### config.mk
export PLATFORM = sky130hd
export DESIGN_NAME = dual_pwm_ctrl
export DESIGN_NICKNAME = d
export VERILOG_FILES = /design/src/rtl/dpwm_pkg.sv /design/src/rtl/dpwm_regs.sv /design/src/rtl/dpwm_chan.sv /design/src/rtl/dual_pwm_ctrl.sv
export SDC_FILE = /design/constraint.sdc
export NUM_CORES = 1
export LEC_CHECK = 0
export ABC_CLOCK_PERIOD_IN_PS = 6300
export BUFFER_PORTS_ARGS = -buffer_cell sky130_fd_sc_hd__buf_4
export CELL_PAD_IN_SITES_DETAIL_PLACEMENT = 2
export CELL_PAD_IN_SITES_GLOBAL_PLACEMENT = 2
export CORE_AREA = 2 2 212 214
export DETAILED_ROUTE_END_ITERATION = 12
export DIE_AREA = 0 0 214 216
export GPL_TIMING_DRIVEN = 1
export PLACE_DENSITY_LB_ADDON = 0.15
export SETUP_SLACK_MARGIN = 0.5
export SKIP_LAST_GASP = 1
export SLEW_MARGIN = 10
export SYNTH_ARGS = -nofsm -noshare
export SYNTH_HDL_FRONTEND = slang
export SYNTH_HIERARCHICAL = 1
export SYNTH_SLANG_ARGS = --single-unit
### constraint.sdc
create_clock -name clk_i -period 6.3 [get_ports clk_i]
set_clock_uncertainty 0.05 [all_clocks]
set_input_delay 0.315 -clock clk_i [delete_from_list [all_inputs] [get_ports clk_i]]
set_output_delay 0.315 -clock clk_i [all_outputs]
set_load 0.05 [all_outputs]
### src/rtl/dpwm_pkg.sv
package dpwm_pkg;
  localparam int CTRL_BYTE_W   = 8;
  localparam int CTRL_EN_BIT   = 0;
  localparam int CTRL_INV_BIT  = 4;
  localparam int CTRL_MODE_BIT = 7;
  localparam int CTRL_OFS      = 'h00;
  localparam int CH_BASE       = 'h10;
  localparam int CH_STRIDE     = 'h10;
  localparam int DUTY_OFS      = 'h04;
endpackage

### src/rtl/dpwm_regs.sv
module dpwm_regs
  import dpwm_pkg::*;
#(
  parameter int NUM_CH = 2,
  parameter int DATA_W = 32,
  parameter int ADDR_W = 8
) (
  input  logic                              clk_i,
  input  logic                              rst_ni,
  input  logic                              we_i,
  input  logic [ADDR_W-1:0]                 addr_i,
  input  logic [DATA_W-1:0]                 wdata_i,
  output logic [DATA_W-1:0]                 rdata_o,
  output logic [NUM_CH*CTRL_BYTE_W-1:0]     ctrl_o,
  output logic [NUM_CH-1:0][DATA_W-1:0]     per_o,
  output logic [NUM_CH-1:0][DATA_W-1:0]     duty_o
);
  localparam int CTRL_W = NUM_CH * CTRL_BYTE_W;

  logic              sel_ctrl;
  logic [NUM_CH-1:0] sel_per, sel_duty;
  logic [CTRL_W-1:0] ctrl_q;
  logic [NUM_CH-1:0][DATA_W-1:0] per_q, duty_q;

  assign sel_ctrl = (addr_i == ADDR_W'(CTRL_OFS));

  for (genvar n = 0; n < NUM_CH; n++) begin : g_dec
    assign sel_per[n]  = (addr_i == ADDR_W'(CH_BASE + CH_STRIDE * n));
    assign sel_duty[n] = (addr_i == ADDR_W'(CH_BASE + CH_STRIDE * n + DUTY_OFS));
  end

  always_ff @(posedge clk_i or negedge rst_ni) begin
    if (!rst_ni) begin
      ctrl_q <= '0;
      per_q  <= '0;
      duty_q <= '0;
    end else if (we_i) begin
      if (sel_ctrl) ctrl_q <= wdata_i[CTRL_W-1:0];
      for (int n = 0; n < NUM_CH; n++) begin
        if (sel_per[n])  per_q[n]  <= wdata_i;
        if (sel_duty[n]) duty_q[n] <= wdata_i;
      end
    end
  end

  always_comb begin
    rdata_o = '0;
    if (sel_ctrl) rdata_o = DATA_W'(ctrl_q);
    for (int n = 0; n < NUM_CH; n++) begin
      if (sel_per[n])  rdata_o = per_q[n];
      if (sel_duty[n]) rdata_o = duty_q[n];
    end
  end

  assign ctrl_o = ctrl_q;
  assign per_o  = per_q;
  assign duty_o = duty_q;
endmodule

### src/rtl/dpwm_chan.sv
module dpwm_chan
  import dpwm_pkg::*;
#(
  parameter int DATA_W = 32
) (
  input  logic                   clk_i,
  input  logic                   rst_ni,
  input  logic [CTRL_BYTE_W-1:0] ctrl_i,
  input  logic [DATA_W-1:0]      per_i,
  input  logic [DATA_W-1:0]      duty_i,
  output logic                   pwm_o,
  output logic [DATA_W-1:0]      cnt_o,
  output logic [DATA_W-1:0]      act_per_o,
  output logic [DATA_W-1:0]      act_duty_o
);
  logic run, inv, wrap, load, active;
  logic [DATA_W-1:0] cnt_q, act_per_q, act_duty_q;

  assign run  = ctrl_i[CTRL_EN_BIT] & ctrl_i[CTRL_MODE_BIT];
  assign inv  = ctrl_i[CTRL_INV_BIT];
  // zero period wraps every cycle so staged values keep flowing in
  assign wrap = (act_per_q == '0) || (cnt_q >= act_per_q - 1'b1);
  assign load = !run || wrap;

  always_ff @(posedge clk_i or negedge rst_ni) begin
    if (!rst_ni) begin
      cnt_q      <= '0;
      act_per_q  <= '0;
      act_duty_q <= '0;
    end else if (load) begin
      cnt_q      <= '0;
      act_per_q  <= per_i;
      act_duty_q <= duty_i;
    end else begin
      cnt_q <= cnt_q + 1'b1;
    end
  end

  assign active     = run && (act_per_q != '0) && (cnt_q < act_duty_q);
  assign pwm_o      = active ^ inv;
  assign cnt_o      = cnt_q;
  assign act_per_o  = act_per_q;
  assign act_duty_o = act_duty_q;
endmodule

### src/rtl/dual_pwm_ctrl.sv
module dual_pwm_ctrl
  import dpwm_pkg::*;
#(
  parameter int NUM_CH = 2,
  parameter int DATA_W = 32,
  parameter int ADDR_W = 8
) (
  input  logic              clk_i,
  input  logic              rst_ni,
  input  logic              we_i,
  input  logic [ADDR_W-1:0] addr_i,
  input  logic [DATA_W-1:0] wdata_i,
  output logic [DATA_W-1:0] rdata_o,
  output logic [NUM_CH-1:0] pwm_o
);
  logic [NUM_CH*CTRL_BYTE_W-1:0] ctrl_w;
  logic [NUM_CH-1:0][DATA_W-1:0] per_w, duty_w, cnt_w, act_per_w, act_duty_w;

  dpwm_regs #(.NUM_CH(NUM_CH), .DATA_W(DATA_W), .ADDR_W(ADDR_W)) u_regs (
    .clk_i  (clk_i),
    .rst_ni (rst_ni),
    .we_i   (we_i),
    .addr_i (addr_i),
    .wdata_i(wdata_i),
    .rdata_o(rdata_o),
    .ctrl_o (ctrl_w),
    .per_o  (per_w),
    .duty_o (duty_w)
  );

  for (genvar n = 0; n < NUM_CH; n++) begin : g_ch
    dpwm_chan #(.DATA_W(DATA_W)) u_chan (
      .clk_i     (clk_i),
      .rst_ni    (rst_ni),
      .ctrl_i    (ctrl_w[n*CTRL_BYTE_W +: CTRL_BYTE_W]),
      .per_i     (per_w[n]),
      .duty_i    (duty_w[n]),
      .pwm_o     (pwm_o[n]),
      .cnt_o     (cnt_w[n]),
      .act_per_o (act_per_w[n]),
      .act_duty_o(act_duty_w[n])
    );
  end
endmodule

==> results.txt, run 1 <==
Hold Path Class -> input port to flop
Post-Syn Nets -> 1795
Die Y -> 216 um
Initial antenna violation count -> 3
Number of synthesized flops with an enable pin -> 0
TritonCTS Buffers -> 40
Routability Congestion -> 0.821
Fill count -> 4344
RSZ-0062 raised after global routing -> no
Top-area cell type share of the netlist area -> 45.0%
DR vias/cell -> 5.60
Starting Density -> 42.7%
Fmax -> 187 MHz
Crit path capture -> g_ch[0].u_chan/act_duty_o[4]$_DFFE_PN0P_
First-pass DRT Iterations -> 4
Slew margin rel. -> 23.7%
Sinks on the clock net -> 336
Worst Path Max Fanout -> 23
Layout cells sized above 1 -> 20.3%
Commonest register cell after synthesis -> dfrtp_1
DP HPWL -> 39700 um
Async S/R FF share, synth -> 100%
Leakage power -> 10.4 nW
Main area contributors after synthesis -> dfrtp_1, ha_1, mux2_2
Remaining DRCs -> 0
Routed vias -> 13191
Total Power -> 5.51 mW
Number of global-route vias before repair -> 15287
First-pass GRT wire length -> 88900 um
FF-to-FF path depth -> 12
Root Buffer -> clkbuf_16
Gr usage total -> 24.6%
PwrDens -> 258 nW/um^2
Row count -> 77
Post-Synthesis Cells -> 1622
Total core area -> 43800 um^2
Largest net degree at the start of global routing -> 145
Worst-Margin Slew -> 1.14 ns
CP startpoint -> g_ch[0].u_chan/act_per_o[2]$_DFFE_PN0P_
Mapped Area -> 18700 um^2
Top cells by count, synth -> dfrtp_1, mux2_2, ha_1
Clock latency on the worst-skew pair -> 0.56 ns
Setup violations, final -> 0
Setup tns final -> 0 ns
Remaining antenna violation count -> 0
Critical path launch point type -> flop
Status -> complete, no violations
Most common cell in the synthesized netlist -> dfrtp_1
Required time of the worst setup path -> 6.68 ns
Slowest stage delay, CP -> 1.07 ns
CTS tree -> built
IO Pins -> 77
Max Slew Vio Count -> 0
#FFs+latches synth -> 336
Reg-to-reg endpoint -> g_ch[0].u_chan/act_duty_o[4]$_DFFE_PN0P_
Final critical-path required period -> 5.34 ns
Max Cap Viol -> 0
Clk buf depth -> 3
Global route total overflow -> 0
Crit path DAT -> 5.72 ns
Layout Nets -> 1906
Die ar. -> 46200 um^2
Worst R2R Setup Slack -> 0.96 ns
Final hold vios -> 0
Port buffer count -> 76
Initial DRC count -> 622
Drt wl/cell -> 23.9 um
Post-synthesis cell type count -> 67
Depth of the CTS H-tree -> 2
CP Class -> flop to flop
Horiz. Die Dim -> 214 um
Clk pin slew, worst setup/hold paths -> 0.06 ns
IR drop worst, VDD -> 209 uV
Fin crit share -> 84.7%
CP Capture Type -> flop
Cell taking the most area after synthesis -> dfrtp_1
Slowest-stage cell, CP -> or4_2
CP Cell Sequence -> or3_1 -> or4_1 -> or3_1 -> or4_1 -> xor2_1 -> ha_1 -> a21oi_1 -> o21ai_0 -> a221o_1 -> a31o_2 -> or4_2 -> mux2_4
Synth warn -> 6
Sequential fraction of the synthesis area -> 45.0%
Routed wire length -> 56200 um
Area Overhead vs Synth -> 14.4%
R2r startpoint -> g_ch[0].u_chan/act_per_o[2]$_DFFE_PN0P_
Syn_area_per_cell -> 11.5 um^2
-- worst min path at each step --
stage,startpoint,to,slack (ns),depth (start not counted)
2_1_floorplan,rst_ni,g_ch[0].u_chan/act_duty_o[0]$_DFFE_PN0P_,-0.03,0
3_3_place_gp,rst_ni,u_regs/duty_o[26]$_DFFE_PN0P_,0.23,1
3_5_place_dp,rst_ni,u_regs/per_o[26]$_DFFE_PN0P_,0.24,1
4_1_cts,wdata_i[14],u_regs/per_o[46]$_DFFE_PN0P_,0.0002,2
5_1_grt,wdata_i[14],u_regs/ctrl_o[14]$_DFFE_PN0P_,0.02,2
6_report,wdata_i[14],u_regs/per_o[46]$_DFFE_PN0P_,0.03,2
-- worst max-delay path: cells and delay by family (launching register included) --
family	cells	cell delay, ns
muxes	1	0.42
DFF	1	0.42
and+or+nand+nor	5	3.02
adders and majority gates	1	0.29
xor gates and xnor gates	1	0.16
AOI/OAI and AO/OA	4	0.84
-- cell usage in the layout (no fill, tap or decap), drive strengths merged, types with 4 or more instances in the layout --
| cell | count |
|---|---|
| a221oi | 21 |
| nand2 | 77 |
| or3 | 11 |
| or4 | 11 |
| a21oi | 74 |
| o21ai | 43 |
| xnor2 | 65 |
| o21a | 4 |
| dlygate4sd3 | 32 |
| clkbuf | 54 |
| nand4 | 32 |
| nor3 | 34 |
| dfrtp | 336 |
| nand3 | 45 |
| nor4 | 21 |
| o31ai | 6 |
| clkinv | 11 |
| nor2 | 123 |
| and3 | 15 |
| and2 | 4 |
| and4 | 8 |
| buf | 94 |
| a221o | 4 |
| nand2b | 5 |
| clkinvlp | 4 |
| mux2i | 17 |
| xor2 | 56 |
| a21o | 7 |
| nor4b | 5 |
| ha | 130 |
| nor3b | 4 |
| mux2 | 293 |
| inv | 82 |
-- per-stage QoR --
step	utilization, %	hold WS [ns]	worst slack (ns)	area [um^2]	instances
after detailed placement	45.0	0.237	0.753	19700	2250
after global routing	48.8	0.0175	0.696	21400	2354
final	48.8	0.0264	0.964	21400	2355
after global placement	45.0	0.234	1.11	19700	2250
after CTS	48.8	0.000169	0.724	21400	2353
after floorplan	-	-0.0306	1.59	18700	1622
-- registers in the layout, indices dropped and copies added, names as in the netlist --
register                flops
u_regs/duty_o              64
g_ch.u_chan/act_duty_o     64
g_ch.u_chan/act_per_o      64
u_regs/ctrl_o              16
u_regs/per_o               64
g_ch.u_chan/cnt_o          64
-- what timing repair did --
item	in CTS	in global routing
resized for setup	0	1
endpoints found under the hold margin	189	0
setup endpoints to repair	0	52
setup buffers	0	0
hold buffers	32	0
-- kinds of logic after synthesis --
| logic type | after synthesis | share of synthesized area (%) |
|---|---|---|
| muxes | 310 | 19.2 |
| DFF | 336 | 45.0 |
| buffers and inverters | 140 | 4.06 |
| xor gates and xnor gates | 121 | 5.67 |
| adders and majority gates | 130 | 8.70 |
| AOI/OAI and AO/OA | 184 | 6.16 |
| and+or+nand+nor | 401 | 11.3 |
-- power breakdown --
part	switching (mW)	internal, mW	total [mW]
Combinational	0.482	0.349	0.832
Sequential	0.0829	2.24	2.32
Clock	0.966	1.39	2.35
Total	1.53	3.98	5.51
-- layer usage --
metal | global-route usage, % | vias up | wire length (um)
li1 | - | 6039 | -
met1 | 31.5 | 6853 | 24900
met2 | 43.3 | 200 | 28100
met3 | 3.07 | 93 | 1660
met4 | 8.07 | 6 | 1520
met5 | 0 | - | 35
-- area by class of cell --
class | count | area (um^2) | area share, %
antenna | 1 | 2.50 | 0.0117
multi-input combinational | 1147 | 9560 | 44.7
sequential | 336 | 8410 | 39.3
inverter | 82 | 308 | 1.44
clock inverter | 17 | 145 | 0.678
timing repair buffer | 126 | 1060 | 4.95
clock buffer | 54 | 1170 | 5.49
tap | 592 | 741 | 3.46
Note: power is estimated with default switching activity, not from simulation.
==> inputs of run 2 (changes only) <==
--- a/config.mk
+++ b/config.mk
@@ -5,13 +5,14 @@
 export SDC_FILE = /design/constraint.sdc
 export NUM_CORES = 1
 export LEC_CHECK = 0
-export ABC_CLOCK_PERIOD_IN_PS = 6300
+export ABC_AREA = 1
+export ABC_CLOCK_PERIOD_IN_PS = 5150
 export BUFFER_PORTS_ARGS = -buffer_cell sky130_fd_sc_hd__buf_4
 export CELL_PAD_IN_SITES_DETAIL_PLACEMENT = 2
 export CELL_PAD_IN_SITES_GLOBAL_PLACEMENT = 2
-export CORE_AREA = 2 2 212 214
+export CORE_AREA = 2 2 234 236
 export DETAILED_ROUTE_END_ITERATION = 12
-export DIE_AREA = 0 0 214 216
+export DIE_AREA = 0 0 236 238
 export GPL_TIMING_DRIVEN = 1
 export PLACE_DENSITY_LB_ADDON = 0.15
 export SETUP_SLACK_MARGIN = 0.5
==> constraint.sdc (replaced) <==
create_clock -name clk_i -period 5.15 [get_ports clk_i]
set_clock_uncertainty 0.05 [all_clocks]
set_input_delay 0.2575 -clock clk_i [delete_from_list [all_inputs] [get_ports clk_i]]
set_output_delay 0.2575 -clock clk_i [all_outputs]
set_load 0.05 [all_outputs]
==> run 2 against run 1 <==
Against the previous run: area after synthesis is 7.5% higher; first-iteration DRC count rose by 62%; fmax grew 31%; count of clock-buffer cells in the layout rose by 5; wire length grew 26%; combinational power rose by 30%; final area rose by 6.9%; via count rose by 36%; register-to-register slack improved by 0.12 ns; largest cell class unchanged; largest power group unchanged.
==> results.txt, run 2 <==
Mapped Area -> 20100 um^2 (+7.5%)
Synth Area in XOR/XNOR -> 4.31% (-1.4 points)
CP Capture Type -> flop
Syn_area_per_cell -> 7.87 um^2 (-32%)
Placed Cells -> 3235 (+44%)
First-pass DRT Iterations -> 5 (+1)
Design area -> 22900 um^2 (+6.9%)
Number of synthesized flops with an enable pin -> 0 (unchanged)
IR drop worst, VDD -> 198 uV (-5.3%)
Async S/R FF share, synth -> 100% (unchanged)
Most Frequent Cell on Critical Path -> nand2_1
Number of global-route vias before repair -> 19913 (+30%)
Main area contributors after synthesis -> dfrtp_1, nand2_1, ha_1
Synth Area in Simple Gates -> 31.0% (+20 points)
Post-synthesis adder-cell area fraction -> 8.09% (-0.61 points)
Required time of the worst setup path -> 5.56 ns (-1.12 ns)
Sequential fraction of the synthesis area -> 41.8% (-3.2 points)
DR vias/cell -> 5.39 (-3.7%)
Slowest-stage cell, CP -> nand3_4
Most common cell after layout, fill and taps aside -> nand2_1
Final hold vios -> 0 (unchanged)
Port buffer count -> 76 (unchanged)
Root Buffer -> clkbuf_16
Global route total overflow -> 0 (unchanged)
Gr usage total -> 25.6% (+0.90 points)
Area Overhead vs Synth -> 13.7%
Routed wire length -> 70800 um (+26%)
Fin crit share -> 78.9% (-5.8 points)
Setup violations, final -> 0 (unchanged)
CP Cell Sequence -> inv_1 -> nand3_1 -> nor3_4 -> nand4_1 -> nor2_1 -> nand3_1 -> nand2_1 -> nand2_1 -> ha_1 -> a21oi_1 -> nor2_1 -> nor3_1 -> nand2_1 -> a21oi_4 -> nand3_4 -> buf_12 -> nand2_1 -> nand2_1
Crit path DAT -> 4.47 ns (-1.25 ns)
Sinks on the clock net -> 336 (unchanged)
PwrDens -> 314 nW/um^2 (+22%)
Clock latency on the worst-skew pair -> 0.58 ns (+0.02 ns)
Met1 WL -> 32600 um (+31%)
Most common cell in the synthesized netlist -> nand2_1
TritonCTS Buffers -> 42 (+5.0%)
Routed vias -> 17971 (+36%)
Fmax -> 246 MHz (+31%)
Setup bufs post-CTS -> 0 (unchanged)
Synth warn -> 6 (unchanged)
Routability Congestion -> 0.862 (+5.0%)
Worst Path Max Fanout -> 55 (+140%)
Place WS -> 1.15 ns (+0.397 ns)
Mux share of post-synthesis cell area -> 0% (-19 points)
Layout cells sized above 1 -> 10.8% (-9.4 points)
Remaining DRCs -> 0 (unchanged)
Clk buf depth -> 3 (unchanged)
Area after DPL -> 21100 um^2 (+7.0%)
Post-synthesis cell type count -> 40 (-40%)
Slew margin rel. -> 16.6% (-7.1 points)
Drt wl/cell -> 21.2 um (-11%)
Die Y -> 238 um (+10%)
Final setup margin -> 1.09 ns (+0.122 ns)
Depth of the CTS H-tree -> 2 (unchanged)
Post-Syn Nets -> 2727 (+52%)
Total core area -> 53500 um^2 (+22%)
Highest metal used -> met5
Non-Filler Instances -> 3332 (+41%)
Top cells by count, synth -> nand2_1, dfrtp_1, inv_1
Remaining antenna violation count -> 0 (unchanged)
Initial DRC count -> 1006 (+62%)
WL met3 -> 2220 um (+33%)
Starting Density -> 37.6% (-5.1 points)
Leakage power -> 11.4 nW (+9.0%)
Largest net degree at the start of global routing -> 99 (-32%)
Cell taking the most area after synthesis -> dfrtp_1
Row count -> 85 (+10%)
Commonest register cell after synthesis -> dfrtp_1
Layout Nets -> 2780 (+46%)
Worst-Margin Slew -> 1.24 ns (+0.103 ns)
Clk pin slew, worst setup/hold paths -> 0.06 ns (about the same)
DP HPWL -> 50700 um (+28%)
Met2 WL -> 34400 um (+22%)
Hold Path Class -> input port to flop
Initial antenna violation count -> 2 (-1)
#FFs+latches synth -> 336 (unchanged)
Antenna Cells -> 0 (-1)
Critical path launch point type -> flop
WHS -> 0.0230 ns (-0.00337 ns)
Compound-Gate Fraction of Synth Area -> 6.85% (+0.69 points)
Setup tns final -> 0 ns (unchanged)
Most frequent cells in the layout -> nand2_1, dfrtp_1, inv_1, nor2_1, nand4_1
CTS tree -> built
Die ar. -> 56200 um^2 (+22%)
Top-area cell type share of the netlist area -> 41.8% (-3.2 points)
Total Power -> 7.19 mW (+30%)
First-pass GRT wire length -> 113000 um (+27%)
Status -> complete, no violations
Max Cap Viol -> 0 (unchanged)
CP Class -> flop to flop
IO Pins -> 77 (unchanged)
Max Slew Vio Count -> 0 (unchanged)
RSZ-0062 raised after global routing -> no
Horiz. Die Dim -> 236 um (+10%)
Post-Route Utilization -> 42.7% (-6.1 points)
Main combinational cell family by area after synthesis -> simple AND/OR/NAND/NOR gates
Post-Synthesis Cells -> 2554 (+57%)
Slowest stage delay, CP -> 0.45 ns (-0.62 ns)
Final critical-path required period -> 4.06 ns (-1.27 ns)
-- run 2: cell count changes after synthesis, moves of 79 or more --
cell     before  now
nand2_1      77  723
inv_1        82  256
nand4_1      32  186
mux2_2      139    0
mux2_1      124    0
nor2_1      118  240
nand3_1      42  121
-- run 2: power by group --
part	leakage (nW)	internal, mW	switching, mW
Combinational	5.98	0.374	0.702
Sequential	4.65	2.74	0.110
Clock	0.740	2.02	1.24
Total	11.4	5.14	2.05
-- run 2: worst paths after layout --
check                                                         from                                        end  slack (ns)  cells past startpoint
max                        g_ch[0].u_chan/act_per_o[2]$_DFFE_PN0P_    g_ch[0].u_chan/act_per_o[1]$_DFFE_PN0P_        1.09                     18
min                                                     wdata_i[7]               u_regs/duty_o[7]$_DFFE_PN0P_        0.02                      3
max reg2reg                g_ch[0].u_chan/act_per_o[2]$_DFFE_PN0P_    g_ch[0].u_chan/act_per_o[1]$_DFFE_PN0P_        1.09                     18
min reg2reg                      g_ch[1].u_chan/cnt_o[0]$_DFF_PN0_          g_ch[1].u_chan/cnt_o[0]$_DFF_PN0_        0.44                      1
max in group asynchronous                                   rst_ni  g_ch[0].u_chan/act_duty_o[22]$_DFFE_PN0P_        3.39                      3
min in group asynchronous                                   rst_ni         g_ch[1].u_chan/cnt_o[26]$_DFF_PN0_        0.26                      2
-- run 2: area by class of cell --
type	count	area [um^2]
Clock buffer	59	1280
Clock inverter	14	229
Fill cell	6126	30600
Inverter	259	973
Multi-Input combinational cell	1854	10200
Sequential cell	336	8410
Tap cell	696	871
Timing Repair Buffer	114	948
-- run 2: layer usage --
metal  global-route usage, %  up-vias
li1                        -     8454
met1                    34.0     9143
met2                    44.0      265
met3                    3.10      105
met4                    6.83        4
met5                       0        -
-- run 2: worst max-delay path: cells and delay by family (launching register included) --
kind	cells	cell delay, ns
buffers and inverters	2	0.49
and+or+nand+nor	13	2.29
adders and majority gates	1	0.31
AOI/OAI and AO/OA	2	0.33
DFF	1	0.43
-- run 2: cells by family (layout without fill, tap and decap cells) --
group           Yosys count  after routing
fa+ha+maj               130            130
buf+inv                 364            446
xor+xnor                 99             99
compound gates          233            233
simple gates           1392           1392
flops                   336            336
-- run 2: repair_timing --
action	4_1_cts	5_1_grt
hold buffers	24	0
endpoints found under the hold margin	157	0
resized for setup	0	0
==> inputs of run 3 (changes only) <==
--- a/config.mk
+++ b/config.mk
@@ -5,14 +5,14 @@
 export SDC_FILE = /design/constraint.sdc
 export NUM_CORES = 1
 export LEC_CHECK = 0
-export ABC_AREA = 1
-export ABC_CLOCK_PERIOD_IN_PS = 5150
+export ABC_AREA = 0
+export ABC_CLOCK_PERIOD_IN_PS = 3300
 export BUFFER_PORTS_ARGS = -buffer_cell sky130_fd_sc_hd__buf_4
 export CELL_PAD_IN_SITES_DETAIL_PLACEMENT = 2
 export CELL_PAD_IN_SITES_GLOBAL_PLACEMENT = 2
-export CORE_AREA = 2 2 234 236
+export CORE_AREA = 2 2 222 224
 export DETAILED_ROUTE_END_ITERATION = 12
-export DIE_AREA = 0 0 236 238
+export DIE_AREA = 0 0 224 226
 export GPL_TIMING_DRIVEN = 1
 export PLACE_DENSITY_LB_ADDON = 0.15
 export SETUP_SLACK_MARGIN = 0.5
==> constraint.sdc (replaced) <==
create_clock -name clk_i -period 3.3 [get_ports clk_i]
set_clock_uncertainty 0.05 [all_clocks]
set_input_delay 0.165 -clock clk_i [delete_from_list [all_inputs] [get_ports clk_i]]
set_output_delay 0.165 -clock clk_i [all_outputs]
set_load 0.05 [all_outputs]
==> run 3 against run 2 <==
Against the previous run: the flow now finishes with violations (negative setup slack); count of clock-buffer cells in the layout down 3; non-clock buffer count rose by 180; final area is 5.3% higher; wire length down 11%; total power rose by 59%; sequential share of layout area is 1.8 points lower; global-route usage is 0.19 points lower; critical path depth decreased by 5; final cell count decreased by 23%; hold slack improved by 0.12 ns; fmax is 14% lower; largest cell class unchanged; largest power group unchanged.
==> results.txt, run 3 (synthesis results as in run 1) <==
Status -> finished, violations left
Violated checks -> negative setup slack
CP Class -> flop to flop
Horiz. Die Dim -> 224 um (-5.1%)
Routed wire length -> 62700 um (-11%)
Reg area -> 8410 um^2 (about the same)
WHS -> 0.144 ns (+0.121 ns)
Fmax -> 212 MHz (-14%)
Worst-Margin Slew -> 0.709 ns (-0.535 ns)
Post-Route Utilization -> 49.8% (+7.0 points)
Routed vias -> 13974 (-22%)
Most frequent cells in the layout -> dfrtp_1, buf_4, mux2_2, ha_1, mux2_1
Total core area -> 48300 um^2 (-9.6%)
First-pass GRT wire length -> 97300 um (-14%)
Layout cells sized above 1 -> 32.3% (+21 points)
Max Slew Vio Count -> 0 (unchanged)
First-pass DRT Iterations -> 4 (-1)
Layout Nets -> 2074 (-25%)
FF-to-FF path depth -> 13 (-5)
Worst Path Max Fanout -> 32 (-42%)
Most common cell after layout, fill and taps aside -> dfrtp_1
Max Cap Viol -> 0 (unchanged)
Reg-to-reg endpoint -> g_ch[0].u_chan/act_duty_o[4]$_DFFE_PN0P_
TritonCTS Buffers -> 41 (-2.4%)
IO Pins -> 77 (unchanged)
Hold Path Class -> input port to asynchronous set/reset pin
Crit path DAT -> 5.12 ns (+0.65 ns)
DR vias/cell -> 5.47 (+1.5%)
Final setup margin -> -1.42 ns (-2.51 ns)
Area of the multi-input gates -> 10300 um^2 (+1.2%)
Port buffer count -> 76 (unchanged)
Remaining antenna violation count -> 0 (unchanged)
Clk pin slew, worst setup/hold paths -> 0.06 ns (about the same)
Largest net degree at the start of global routing -> 91 (-8.1%)
DP HPWL -> 42200 um (-17%)
Gr usage total -> 25.4% (-0.19 points)
Remaining DRCs -> 0 (unchanged)
Die ar. -> 50600 um^2 (-9.9%)
Area Overhead vs Synth -> 28.7%
Area after DPL -> 20800 um^2 (-1.4%)
Fin crit share -> 143% (+64 points)
Row count -> 81 (-4.7%)
Leakage power -> 11.6 nW (+2.3%)
Root Buffer -> clkbuf_16
IR drop worst, VDD -> 352 uV (+78%)
Clock latency on the worst-skew pair -> 0.58 ns (about the same)
Design area -> 24100 um^2 (+5.3%)
CP Capture Type -> flop
Number of global-route vias before repair -> 15946 (-20%)
Final hold vios -> 0 (unchanged)
Setup violations, final -> 194 (+194)
Starting Density -> 38.7% (+1.1 points)
CTS tree -> built
Critical path launch point type -> flop
Slew margin rel. -> 52.4% (+36 points)
Routability Congestion -> 0.805 (-6.6%)
Die Y -> 226 um (-5.0%)
Place WS -> -1.40 ns (-2.55 ns)
Worst R2R Setup Slack -> -1.42 ns (-2.51 ns)
Clk buf depth -> 3 (unchanged)
R2r startpoint -> g_ch[0].u_chan/act_per_o[4]$_DFFE_PN0P_
Required time of the worst setup path -> 3.70 ns (-1.86 ns)
Sinks on the clock net -> 336 (unchanged)
Depth of the CTS H-tree -> 2 (unchanged)
Total Power -> 11.4 mW (+59%)
Fill count -> 4725 (-23%)
Drt wl/cell -> 24.6 um (+16%)
PwrDens -> 476 nW/um^2 (+51%)
Initial DRC count -> 634 (-37%)
RSZ-0062 raised after global routing -> yes
Global route total overflow -> 0 (unchanged)
Final critical-path required period -> 4.72 ns (+0.657 ns)
Initial antenna violation count -> 1 (-1)
==> run 3: how the worst max path moves through the flow <==
stage	from	end	slack [ns]	cells past startpoint
global route	g_ch[0].u_chan/act_per_o[4]$_DFFE_PN0P_	g_ch[0].u_chan/act_duty_o[13]$_DFFE_PN0P_	-1.51	13
floorplan	g_ch[0].u_chan/act_per_o[4]$_DFFE_PN0P_	g_ch[0].u_chan/act_duty_o[10]$_DFFE_PN0P_	-1.28	15
global placement	g_ch[0].u_chan/act_per_o[4]$_DFFE_PN0P_	g_ch[0].u_chan/act_duty_o[4]$_DFFE_PN0P_	-1.24	13
detailed placement	g_ch[0].u_chan/act_per_o[4]$_DFFE_PN0P_	g_ch[0].u_chan/act_duty_o[11]$_DFFE_PN0P_	-1.40	14
CTS	g_ch[0].u_chan/act_per_o[4]$_DFFE_PN0P_	g_ch[0].u_chan/act_duty_o[4]$_DFFE_PN0P_	-1.30	13
finish	g_ch[0].u_chan/act_per_o[4]$_DFFE_PN0P_	g_ch[0].u_chan/act_duty_o[4]$_DFFE_PN0P_	-1.42	13
==> run 3: per-layer routing <==
layer	vias to the layer above	GRT usage [%]	part of all wire, %
met2	208	45.0	51
met1	7306	33.0	44
met3	80	2.52	2.4
li1	6378	-	-
met5	-	0	0.021
met4	2	6.95	2.2
==> run 3: area by class of cell <==
cell class,count,share of cell area (%)
Timing Repair Buffer,294,11.9
Multi-Input combinational cell,1146,42.7
Antenna cell,1,0.0104
Clock buffer,56,4.96
Inverter,82,1.28
Tap cell,622,3.23
Sequential cell,336,34.9
Clock inverter,16,1.00
==> run 3: report_power, final <==
| part | leakage (nW) | internal, mW | switching, mW | total [mW] |
|---|---|---|---|---|
| Clock | 0.701 | 3.00 | 1.87 | 4.87 |
| Combinational | 6.28 | 1.01 | 1.15 | 2.16 |
| Sequential | 4.64 | 4.28 | 0.139 | 4.42 |
==> run 3: timing repair <==
item                       CTS  global route
hold endpoints to repair   213             0
hold buffers                33             0
pin swaps                   30            19
setup endpoints to repair  194           194
gates cloned                14             0
setup buffers               22             7
gates resized for setup    135            78
==> run 3: through the flow <==
stage / TNS, ns / cells
CTS: -223.60 / 2545
detailed placement: -240.29 / 2404
global placement: -211.01 / 2404
global route: -272.16 / 2552
floorplan: -168.24 / 1622
finish: -247.05 / 2553
==> run 3: critical path: stages, from the launching register on <==
cell     delay (ns)
dfrtp_1        0.38
or3_4          0.39
or4_4          0.47
or3_4          0.36
or4_4          0.49
xor2_1         0.16
ha_1           0.31
a21oi_2        0.18
o21ai_1        0.09
a221o_1        0.37
a31o_2         0.23
or4_4          0.57
buf_12         0.21
mux2_4         0.32
